--- src/rtl/lcd_pkg.sv ---
package lcd_pkg;
  typedef enum logic [1:0] {
    CLS_OTHER  = 2'b00,
    CLS_BRANCH = 2'b01,
    CLS_JUMP   = 2'b10,
    CLS_RSVD   = 2'b11
  } ct_class_e;

  function automatic logic is_ctrl_xfer(input logic [1:0] kind);
    return (kind == CLS_BRANCH) || (kind == CLS_JUMP);
  endfunction
endpackage

--- src/rtl/lcd_range_check.sv ---
module lcd_range_check #(
  parameter int ADDR_W = 32,
  parameter int CAP_W  = 10
) (
  input  logic [ADDR_W-1:0] pc_i,
  input  logic [ADDR_W-1:0] target_i,
  input  logic [CAP_W-1:0]  capacity_i,
  output logic              backward_o,
  output logic              fits_o
);
  localparam int PAD_W = ADDR_W - CAP_W;

  logic [ADDR_W-1:0] span;
  logic [ADDR_W-1:0] body_len;
  logic [ADDR_W-1:0] cap_ext;

  always_comb begin
    backward_o = (target_i < pc_i);
    span       = pc_i - target_i;
    body_len   = (span >> 2) + ADDR_W'(1);
    cap_ext    = {{PAD_W{1'b0}}, capacity_i};
    fits_o     = backward_o && (body_len <= cap_ext);
  end
endmodule

--- src/rtl/lcd_block_table.sv ---
module lcd_block_table #(
  parameter int ADDR_W  = 32,
  parameter int ENTRIES = 4
) (
  input  logic              clk,
  input  logic              rst_n,
  input  logic [ADDR_W-1:0] lk_pc_i,
  input  logic [ADDR_W-1:0] lk_target_i,
  output logic              lk_blocked_o,
  input  logic              ins_i,
  input  logic [ADDR_W-1:0] ins_pc_i,
  input  logic [ADDR_W-1:0] ins_target_i
);
  localparam int PTR_W = (ENTRIES > 1) ? $clog2(ENTRIES) : 1;
  localparam logic [PTR_W-1:0] LAST = PTR_W'(ENTRIES - 1);

  logic [ENTRIES-1:0] ent_v_q;
  logic [ADDR_W-1:0]  ent_pc_q  [ENTRIES];
  logic [ADDR_W-1:0]  ent_tgt_q [ENTRIES];
  logic [ENTRIES-1:0] enclosed;
  logic [ENTRIES-1:0] dup;
  logic [PTR_W-1:0]   ptr_q, ptr_d;
  logic               wr_en;

  for (genvar g = 0; g < ENTRIES; g++) begin : g_ent
    logic wr_this;
    always_comb begin
      enclosed[g] = ent_v_q[g] && (lk_target_i <= ent_tgt_q[g]) &&
                    (ent_pc_q[g] <= lk_pc_i);
      dup[g]      = ent_v_q[g] && (ent_pc_q[g] == ins_pc_i) &&
                    (ent_tgt_q[g] == ins_target_i);
      wr_this     = wr_en && (ptr_q == PTR_W'(g));
    end

    always_ff @(posedge clk or negedge rst_n) begin
      if (!rst_n) begin
        ent_v_q[g]   <= 1'b0;
        ent_pc_q[g]  <= '0;
        ent_tgt_q[g] <= '0;
      end else if (wr_this) begin
        ent_v_q[g]   <= 1'b1;
        ent_pc_q[g]  <= ins_pc_i;
        ent_tgt_q[g] <= ins_target_i;
      end
    end
  end

  always_comb begin
    lk_blocked_o = |enclosed;
    wr_en        = ins_i && !(|dup);
    ptr_d        = ptr_q;
    if (wr_en) ptr_d = (ptr_q == LAST) ? '0 : ptr_q + PTR_W'(1);
  end

  always_ff @(posedge clk or negedge rst_n) begin
    if (!rst_n)     ptr_q <= '0;
    else if (wr_en) ptr_q <= ptr_d;
  end

  // a fresh insert lands in the slot the pointer named
  p_ins_slot_r8: assert property (@(posedge clk) disable iff (!rst_n)
    wr_en |=> ent_v_q[$past(ptr_q)] &&
              (ent_pc_q[$past(ptr_q)] == $past(ins_pc_i)) &&
              (ent_tgt_q[$past(ptr_q)] == $past(ins_target_i)));

  // a duplicate insert leaves the replacement order alone
  p_dup_hold_r9: assert property (@(posedge clk) disable iff (!rst_n)
    (ins_i && (|dup)) |=> $stable(ptr_q));
endmodule

--- src/rtl/loop_capture_detector.sv ---
module loop_capture_detector #(
  parameter int ADDR_W      = 32,
  parameter int CAP_W       = 10,
  parameter int BLK_ENTRIES = 4
) (
  input  logic              clk,
  input  logic              rst_n,
  input  logic              dec_valid_i,
  input  logic [1:0]        dec_kind_i,
  input  logic [ADDR_W-1:0] dec_pc_i,
  input  logic [ADDR_W-1:0] dec_target_i,
  input  logic [CAP_W-1:0]  iq_capacity_i,
  input  logic              blk_ins_i,
  input  logic [ADDR_W-1:0] blk_ins_pc_i,
  input  logic [ADDR_W-1:0] blk_ins_target_i,
  output logic              loop_hit_o,
  output logic              loop_reject_o,
  output logic [ADDR_W-1:0] loop_head_o,
  output logic [ADDR_W-1:0] loop_tail_o
);
  import lcd_pkg::*;

  logic backward, fits, blocked, examine;
  logic hit_d, rej_d, hit_q, rej_q;
  logic [ADDR_W-1:0] head_q, tail_q;

  lcd_range_check #(.ADDR_W(ADDR_W), .CAP_W(CAP_W)) u_range (
    .pc_i       (dec_pc_i),
    .target_i   (dec_target_i),
    .capacity_i (iq_capacity_i),
    .backward_o (backward),
    .fits_o     (fits)
  );

  lcd_block_table #(.ADDR_W(ADDR_W), .ENTRIES(BLK_ENTRIES)) u_table (
    .clk          (clk),
    .rst_n        (rst_n),
    .lk_pc_i      (dec_pc_i),
    .lk_target_i  (dec_target_i),
    .lk_blocked_o (blocked),
    .ins_i        (blk_ins_i),
    .ins_pc_i     (blk_ins_pc_i),
    .ins_target_i (blk_ins_target_i)
  );

  always_comb begin
    examine = dec_valid_i && is_ctrl_xfer(dec_kind_i);
    hit_d   = examine && backward && fits && !blocked;
    rej_d   = examine && !hit_d;
  end

  always_ff @(posedge clk or negedge rst_n) begin
    if (!rst_n) begin
      hit_q <= 1'b0;
      rej_q <= 1'b0;
    end else begin
      hit_q <= hit_d;
      rej_q <= rej_d;
    end
  end

  always_ff @(posedge clk or negedge rst_n) begin
    if (!rst_n) begin
      head_q <= '0;
      tail_q <= '0;
    end else if (hit_d) begin
      head_q <= dec_target_i;
      tail_q <= dec_pc_i;
    end
  end

  assign loop_hit_o    = hit_q;
  assign loop_reject_o = rej_q;
  assign loop_head_o   = head_q;
  assign loop_tail_o   = tail_q;

  // never both outcomes at once
  p_one_outcome_r5: assert property (@(posedge clk) disable iff (!rst_n)
    !(loop_hit_o && loop_reject_o));

  // an outcome only follows a strobed branch or jump
  p_cause_r2: assert property (@(posedge clk) disable iff (!rst_n)
    (loop_hit_o || loop_reject_o) |->
      $past(dec_valid_i && (dec_kind_i inside {2'b01, 2'b10})));

  // a captured loop always runs backward
  p_backward_r3: assert property (@(posedge clk) disable iff (!rst_n)
    loop_hit_o |-> (loop_head_o < loop_tail_o));

  // head and tail move only with a capture
  p_hold_r10: assert property (@(posedge clk) disable iff (!rst_n)
    !loop_hit_o |-> ($stable(loop_head_o) && $stable(loop_tail_o)));
endmodule

--- config.mk ---
export PLATFORM = sky130hd
export DESIGN_NAME = loop_capture_detector
export DESIGN_NICKNAME = d
export VERILOG_FILES = /design/src/rtl/lcd_pkg.sv /design/src/rtl/lcd_range_check.sv /design/src/rtl/lcd_block_table.sv /design/src/rtl/loop_capture_detector.sv
export SDC_FILE = /design/constraint.sdc
export NUM_CORES = 1
export LEC_CHECK = 0
export BUFFER_PORTS_ARGS = -buffer_cell sky130_fd_sc_hd__buf_2
export CORE_ASPECT_RATIO = 0.9
export CORE_MARGIN = 2
export CORE_UTILIZATION = 35
export CTS_BUF_LIST = sky130_fd_sc_hd__clkbuf_4 sky130_fd_sc_hd__clkbuf_8
export CTS_CLUSTER_SIZE = 28
export DETAILED_ROUTE_END_ITERATION = 10
export PLACE_DENSITY_LB_ADDON = 0.05
export SYNTH_ARGS = -nofsm -noshare
export SYNTH_HDL_FRONTEND = slang
export SYNTH_HIERARCHICAL = 1
export SYNTH_SLANG_ARGS = --single-unit
--- constraint.sdc ---
create_clock -name clk -period 3.4 [get_ports clk]
set_clock_uncertainty 0.05 [all_clocks]
set_input_delay 0.34 -clock clk [delete_from_list [all_inputs] [get_ports clk]]
set_output_delay 0.34 -clock clk [all_outputs]
set_load 0.005 [all_outputs]
==> impl_metrics.env, run 1 <==
export IMPL_grt_max_degree=85
export IMPL_grt_pass1_vias=23600
export IMPL_crit_fanout=7
export IMPL_drt_iter0_markers=1666
export IMPL_path_clk_slew_ns=0.06
export IMPL_grt_first_pass_wirelength_um=170000
export IMPL_clock_latency_ns=0.70
export IMPL_synth_xor_area_share_pct=8.17
export IMPL_placed_cells=4315
export IMPL_rsz0062_at_grt="true"
export IMPL_syn_num_nets=2902
export IMPL_dieArea_sq_um=75300
export IMPL_status="finished, violations left"
export IMPL_ys_warn_count=6
export IMPL_synth_compound_gate_area_share_pct=11.1
export IMPL_layout_cells_non_filler=4497
export IMPL_antenna_found_initial=12
export IMPL_die_h_um=261
export IMPL_pre_cts_slack_ns=-2.00
export IMPL_route_vias_total=23400
export IMPL_violations="negative setup slack"
export IMPL_drc=0
export IMPL_post_dp_cell_area_sq_um=33600
export IMPL_start_util_pct=35.2
export IMPL_synth_most_common_cell="dfrtp_1"
export IMPL_synth_mux_area_share_pct=16.8
export IMPL_irDropWorstVdd_uv=425
export IMPL_critPathKind="input port to register"
export IMPL_drt_wirelength_per_cell_um=27.0
export IMPL_clk_root_buffer_cell="clkbuf_8"
export IMPL_ioPinCount=210
export IMPL_max_freq_ghz=0.216
export IMPL_clkSinkCount=328
export IMPL_hold_viol=0
export IMPL_yosysSeqAreaShare_pct=32.1
export IMPL_die_w_um=289
export IMPL_fin_util_pct=49.3
export IMPL_routed_wl_um=122000
export IMPL_cts_buffers=68
export IMPL_fin_ws_ns=-1.23
export IMPL_synth_fa_ha_area_share_pct=14.8
export IMPL_hold_path_class="input port to register"
export IMPL_synth_edf_count=0
export IMPL_first_pass_iters=5
export IMPL_drv_cap=0
export IMPL_postRouteAntennaNets=0
export IMPL_synth_top_family_by_area="multiplexers"
export IMPL_h_tree_depth=3
export IMPL_place_congestion=0.956
export IMPL_cts_tree="built"
export IMPL_crit_required_ns=3.89
export IMPL_post_route_period_util_pct=136
export IMPL_nets=3929
export IMPL_synth_area_leader_cell="dfrtp_1"
export IMPL_worst_pin_slew_ns=0.862
export IMPL_grt_overflow_total=0
export IMPL_clock_path_buffers=3
export IMPL_ys_types=84
export IMPL_core_sq_um=72800
export IMPL_start_kind="input port"
export IMPL_synth_commonest_cells="dfrtp_1, ha_1, inv_1"
export IMPL_synth_ff_type="dfrtp_1"
export IMPL_final_max_slew_violation_count=0
export IMPL_ys_ff_latch=328
export IMPL_pwr_density_cell_nw_per_um2=777
export IMPL_synth_top_area_share_pct=32.1
export IMPL_synthCells=2455
export IMPL_end_kind="register"
export IMPL_final_layout_size_suffix_gt1_share_pct=42.2
export IMPL_area_growth_pct=40.3
export IMPL_io_buffers=209
export IMPL_power_leakage_nw=18.4
export IMPL_dp_hpwl_um=101000
export IMPL_syn_cell_area_sq_um=25600
export IMPL_synthSimpleGateAreaFrac_pct=10.5
export IMPL_drt_vias_per_instance=5.21
export IMPL_rows=94
export IMPL_hold_ws_ns=0.0478
export IMPL_avgSynthCellArea_sq_um=10.4
export IMPL_async_reset_ff_share_pct=100
export IMPL_fin_area_sq_um=35900
export IMPL_slew_headroom_pct=42.6
export IMPL_ys_top_cells_by_area="dfrtp_1, ha_1, mux2_4"
export IMPL_cp_arrival_ns=5.13
export IMPL_fin_crit_ns=4.63
export IMPL_setup_viol=66
export IMPL_gr_usage_all_layers_pct=32.0
==> worst max-delay path: stages <==
cell	delay (ns)
buf_8	0.09
clkinv_8	0.06
ha_4	0.21
nor2b_4	0.14
o211ai_1	0.44
a31oi_1	0.18
xor2_1	0.21
buf_4	0.16
and4b_1	0.20
buf_4	0.15
xor2_1	0.14
ha_1	0.28
nand4_1	0.11
o32a_1	0.36
a21boi_2	0.15
o211ai_1	0.11
a211o_1	0.27
nor4_2	0.26
and4_1	0.21
and3b_2	0.21
nand3_4	0.12
buf_6	0.16
buf_12	0.14
buf_12	0.13
mux2_4	0.29
==> sequential cells by signal, indices dropped and copies added (netlist names) <==
signal and flops:
u_table/ent_tgt_q 128, loop_tail_o 32, u_table/ent_pc_q 128, loop_hit_o 1, u_table/ptr_q 2, u_table/ent_v_q 4
loop_head_o 32, loop_reject_o 1
==> metal layers <==
metal / GRT usage [%] / up-vias / routed length, um
li1: - / 10900 / -
met5: 0 / - / 42
met1: 46.1 / 11700 / 58100
met2: 49.5 / 661 / 53400
met4: 9.89 / 6 / 3860
met3: 4.41 / 143 / 6230
==> report_power, final <==
| part | switching, mW | internal [mW] |
|---|---|---|
| logic | 8.05 | 8.50 |
| registers | 1.17 | 5.49 |
| clock network | 2.07 | 2.60 |
==> layout make-up <==
cell class | instances | area [sq um]
Clock inverter | 15 | 146
Fill cell | 6883 | 36900
Clock buffer | 108 | 1340
Inverter | 259 | 997
Multi-Input combinational cell | 1758 | 16000
Tap cell | 960 | 1200
Timing Repair Buffer | 1067 | 8040
Antenna cell | 2 | 5.00
Sequential cell | 328 | 8210
==> logic make-up after synthesis <==
family,count (synthesis)
compound gates,424
xor+xnor,238
fa+ha+maj,303
buf+inv,369
flops,328
mux,327
simple gates,466
==> stage by stage <==
step / total power, mW / setup TNS (ns)
after global placement: 22.7 / -134.88
final: 27.9 / -75.38
after global routing: 29.4 / -87.71
after CTS: 27.8 / -70.62
after floorplan: 14.2 / -74.65
after detailed placement: 22.9 / -133.80
==> worst paths after layout <==
kind                                            from                     end  slack [ns]  cells after the start
worst min-delay path                dec_target_i[19]         loop_head_o[19]        0.05                      3
min in group asynchronous                      rst_n  u_table/ent_tgt_q[108]        0.24                      2
worst max register to register  u_table/ent_pc_q[71]         loop_tail_o[28]       -1.16                     17
max in group asynchronous                      rst_n  u_table/ent_tgt_q[125]        2.06                      3
worst max-delay path                 dec_target_i[1]         loop_tail_o[28]       -1.23                     25
worst min register to register        loop_tail_o[4]          loop_tail_o[4]        0.45                      1
==> placed cells by master, fill, tap and decap left out, types with 42 or more instances in the layout <==
| master | netlist | final |
|---|---|---|
| xor2_1 | 46 | 46 |
| mux2_2 | 88 | 87 |
| buf_4 | 1 | 786 |
| dlygate4sd3_1 | 0 | 42 |
| clkbuf_8 | 0 | 84 |
| ha_1 | 303 | 296 |
| a21oi_1 | 99 | 98 |
| inv_1 | 258 | 252 |
| buf_2 | 59 | 206 |
| mux2i_1 | 57 | 57 |
| nand4_1 | 120 | 120 |
| xnor2_1 | 191 | 187 |
| a21o_1 | 106 | 106 |
| nor2_1 | 55 | 52 |
| mux2_4 | 182 | 183 |
| nand2_1 | 59 | 59 |
| o21ai_0 | 58 | 56 |
| dfrtp_1 | 328 | 328 |
==> repair_timing <==
action	CTS	global route
hold buffers	42	0
setup endpoints to repair	239	248
gates cloned	6	0
pin swaps	21	20
gates resized for setup	34	11
hold endpoints to repair	144	0
setup buffers	9	1
No activity file was read; power rests on OpenSTA's default activity.
==> run 2, diff against run 1 <==
--- a/config.mk
+++ b/config.mk
@@ -12,7 +12,6 @@
 export CTS_BUF_LIST = sky130_fd_sc_hd__clkbuf_4 sky130_fd_sc_hd__clkbuf_8
 export CTS_CLUSTER_SIZE = 28
 export DETAILED_ROUTE_END_ITERATION = 10
-export PLACE_DENSITY_LB_ADDON = 0.05
 export SYNTH_ARGS = -nofsm -noshare
 export SYNTH_HDL_FRONTEND = slang
 export SYNTH_HIERARCHICAL = 1
==> run 2 against run 1 <==
Against the previous run:
- the flow still finishes with violations (negative setup slack)
- clock power shrank 4%
- power shrank 5.0%
- flip-flop and latch count is the same
- sequential power is essentially flat
- critical path type unchanged
- routed wire length shrank 9.2%
- combinational power shrank 7%
- non-clock buffer count shrank 115
- critical path depth shrank 2
- worst setup slack gained 0.25 ns
- critical endpoint is now loop_head_o[9]
- die area is the same
- via count shrank 2.9%
==> impl_metrics.env, run 2 (same netlist as run 1, synthesis figures left out) <==
export IMPL_status="finished, violations left"
export IMPL_violations="negative setup slack"
export IMPL_first_pass_iters=5
export IMPL_clock_latency_ns=0.68
export IMPL_drt_vias_per_instance=5.20
export IMPL_crit_required_ns=3.88
export IMPL_nets=3813
export IMPL_irDropWorstVdd_uv=338
export IMPL_grt_max_degree=79
export IMPL_drt_wirelength_per_cell_um=25.2
export IMPL_cts_tree="built"
export IMPL_rows=94
export IMPL_r2r_cells=17
export IMPL_multi_input_area_sq_um=16100
export IMPL_path_clk_slew_ns=0.06
export IMPL_end_kind="register"
export IMPL_power_leakage_nw=17.8
export IMPL_route_vias_total=22800
export IMPL_postRouteAntennaNets=0
export IMPL_critPathKind="input port to register"
export IMPL_antenna_found_initial=9
export IMPL_layout_commonest_cell="buf_4"
export IMPL_final_cell_mix="buf_4, dfrtp_1, ha_1, inv_1, buf_2"
export IMPL_worst_pin_slew_ns=0.768
export IMPL_p_total_mw=26.5
export IMPL_start_kind="input port"
export IMPL_clk_root_buffer_cell="clkbuf_8"
export IMPL_rrSetupSlack_ns=-0.83
export IMPL_gr_usage_all_layers_pct=29.0
export IMPL_grt_overflow_total=0
export IMPL_setup_viol=66
export IMPL_seq_area_sq_um=8210
export IMPL_r2r_start="u_table/ent_pc_q[13]"
export IMPL_cts_buffers=67
export IMPL_crit_path_end="loop_head_o[9]"
export IMPL_ioPinCount=210
export IMPL_post_route_period_util_pct=129
export IMPL_r2r_end="loop_head_o[9]"
export IMPL_fill_cells=6820
export IMPL_die_h_um=261
export IMPL_area_growth_pct=37.0
export IMPL_pwr_density_cell_nw_per_um2=756
export IMPL_final_layout_size_suffix_gt1_share_pct=41.1
export IMPL_slew_headroom_pct=48.8
export IMPL_routed_wl_um=110000
export IMPL_dp_hpwl_um=91000
export IMPL_io_buffers=209
export IMPL_core_sq_um=72800
export IMPL_fin_crit_ns=4.39
export IMPL_hold_viol=0
export IMPL_grt_pass1_vias=22500
export IMPL_clkSinkCount=328
export IMPL_crit_fanout=7
export IMPL_rsz0062_at_grt="true"
export IMPL_start_util_pct=35.2
export IMPL_clock_path_buffers=3
export IMPL_drv_cap=0
export IMPL_fin_ws_ns=-0.986
export IMPL_drc=0
export IMPL_hold_ws_ns=0.0370
export IMPL_hold_path_class="input port to register"
export IMPL_h_tree_depth=3
export IMPL_final_max_slew_violation_count=0
export IMPL_dieArea_sq_um=75300
export IMPL_max_freq_ghz=0.228
export IMPL_die_w_um=289
export IMPL_cp_startpoint="dec_target_i[6]"
export IMPL_drt_iter0_markers=1984
export IMPL_place_congestion=1.02
export IMPL_cp_arrival_ns=4.87
export IMPL_largestRegisters="u_table/ent_pc_q x128, u_table/ent_tgt_q x128"
export IMPL_fin_util_pct=48.1
export IMPL_grt_first_pass_wirelength_um=156000
-- run 2: cell types whose count changed in the layout (fill, tap and decap cells not counted), moves of 4 or more --
cell           previous run  this run
diode_2                   2         6
buf_16                    7         2
buf_4                   786       679
buf_6                     1         9
clkbuf_4                 24        20
dlygate4sd3_1            42        30
o21ai_0                  56        52
-- run 2: per-stage QoR --
step                cell area, sq um  instances  setup slack [ns]  setup TNS [ns]
finish                         35100       4375            -0.986          -63.10
global route                   35000       4371             -1.14          -73.57
CTS                            34700       4349            -0.847          -53.10
detailed placement             32700       4200             -1.73         -109.93
global placement               32700       4200             -1.73         -110.23
floorplan                      25800       2455             -1.18          -74.65
-- run 2: area by class of cell --
class / instances / share of cell area (%)
Multi-Input combinational cell: 1758 / 45.9
Sequential cell: 328 / 23.4
Timing Repair Buffer: 952 / 20.4
Clock buffer: 104 / 3.73
Tap cell: 960 / 3.43
Inverter: 259 / 2.82
Clock inverter: 8 / 0.271
Antenna cell: 6 / 0.0428
-- run 2: repair_timing --
action,4_1_cts,5_1_grt
endpoints found under the setup margin,66,273
gates resized for setup,39,38
gates cloned,2,6
hold endpoints to repair,107,0
hold buffers,30,0
setup buffers,6,16
pin swaps,8,27
-- run 2: report_power, final --
part / internal [mW] / leakage (nW) / switching, mW
clock network: 2.57 / 0.740 / 1.94
logic: 7.85 / 13.0 / 7.44
registers: 5.49 / 3.99 / 1.19
-- run 2: how the worst min path moves through the flow --
stage                           from                    end  slack [ns]  cells after the start
floorplan                      rst_n         loop_head_o[0]      -0.006                      0
global route        blk_ins_pc_i[23]  u_table/ent_pc_q[119]        0.01                      2
CTS                 blk_ins_pc_i[14]  u_table/ent_pc_q[110]       0.001                      2
finish               dec_target_i[0]         loop_head_o[0]        0.04                      3
global placement               rst_n  u_table/ent_pc_q[104]        0.37                      1
detailed placement             rst_n   u_table/ent_pc_q[74]        0.37                      1
-- run 2: worst max-delay path: stages --
cell,delay (ns)
buf_2,0.13
inv_4,0.08
ha_4,0.22
a21o_4,0.23
a211oi_4,0.35
nor2_4,0.09
a2111oi_4,0.28
nand4_1,0.19
buf_4,0.18
xnor2_2,0.12
ha_1,0.29
nand4_1,0.10
o32a_1,0.34
a21boi_1,0.12
o211ai_1,0.10
a211o_1,0.31
nor4_2,0.22
and4_1,0.20
and3b_2,0.23
nand3_4,0.10
buf_12,0.18
buf_16,0.16
mux2_4,0.30
-- run 2: per-layer routing --
| metal | track usage, % | share of wire [%] |
|---|---|---|
| met3 | 5.55 | 7.2 |
| met5 | 0 | 0.031 |
| met1 | 40.9 | 46 |
| met4 | 12.0 | 4.6 |
| met2 | 43.3 | 43 |
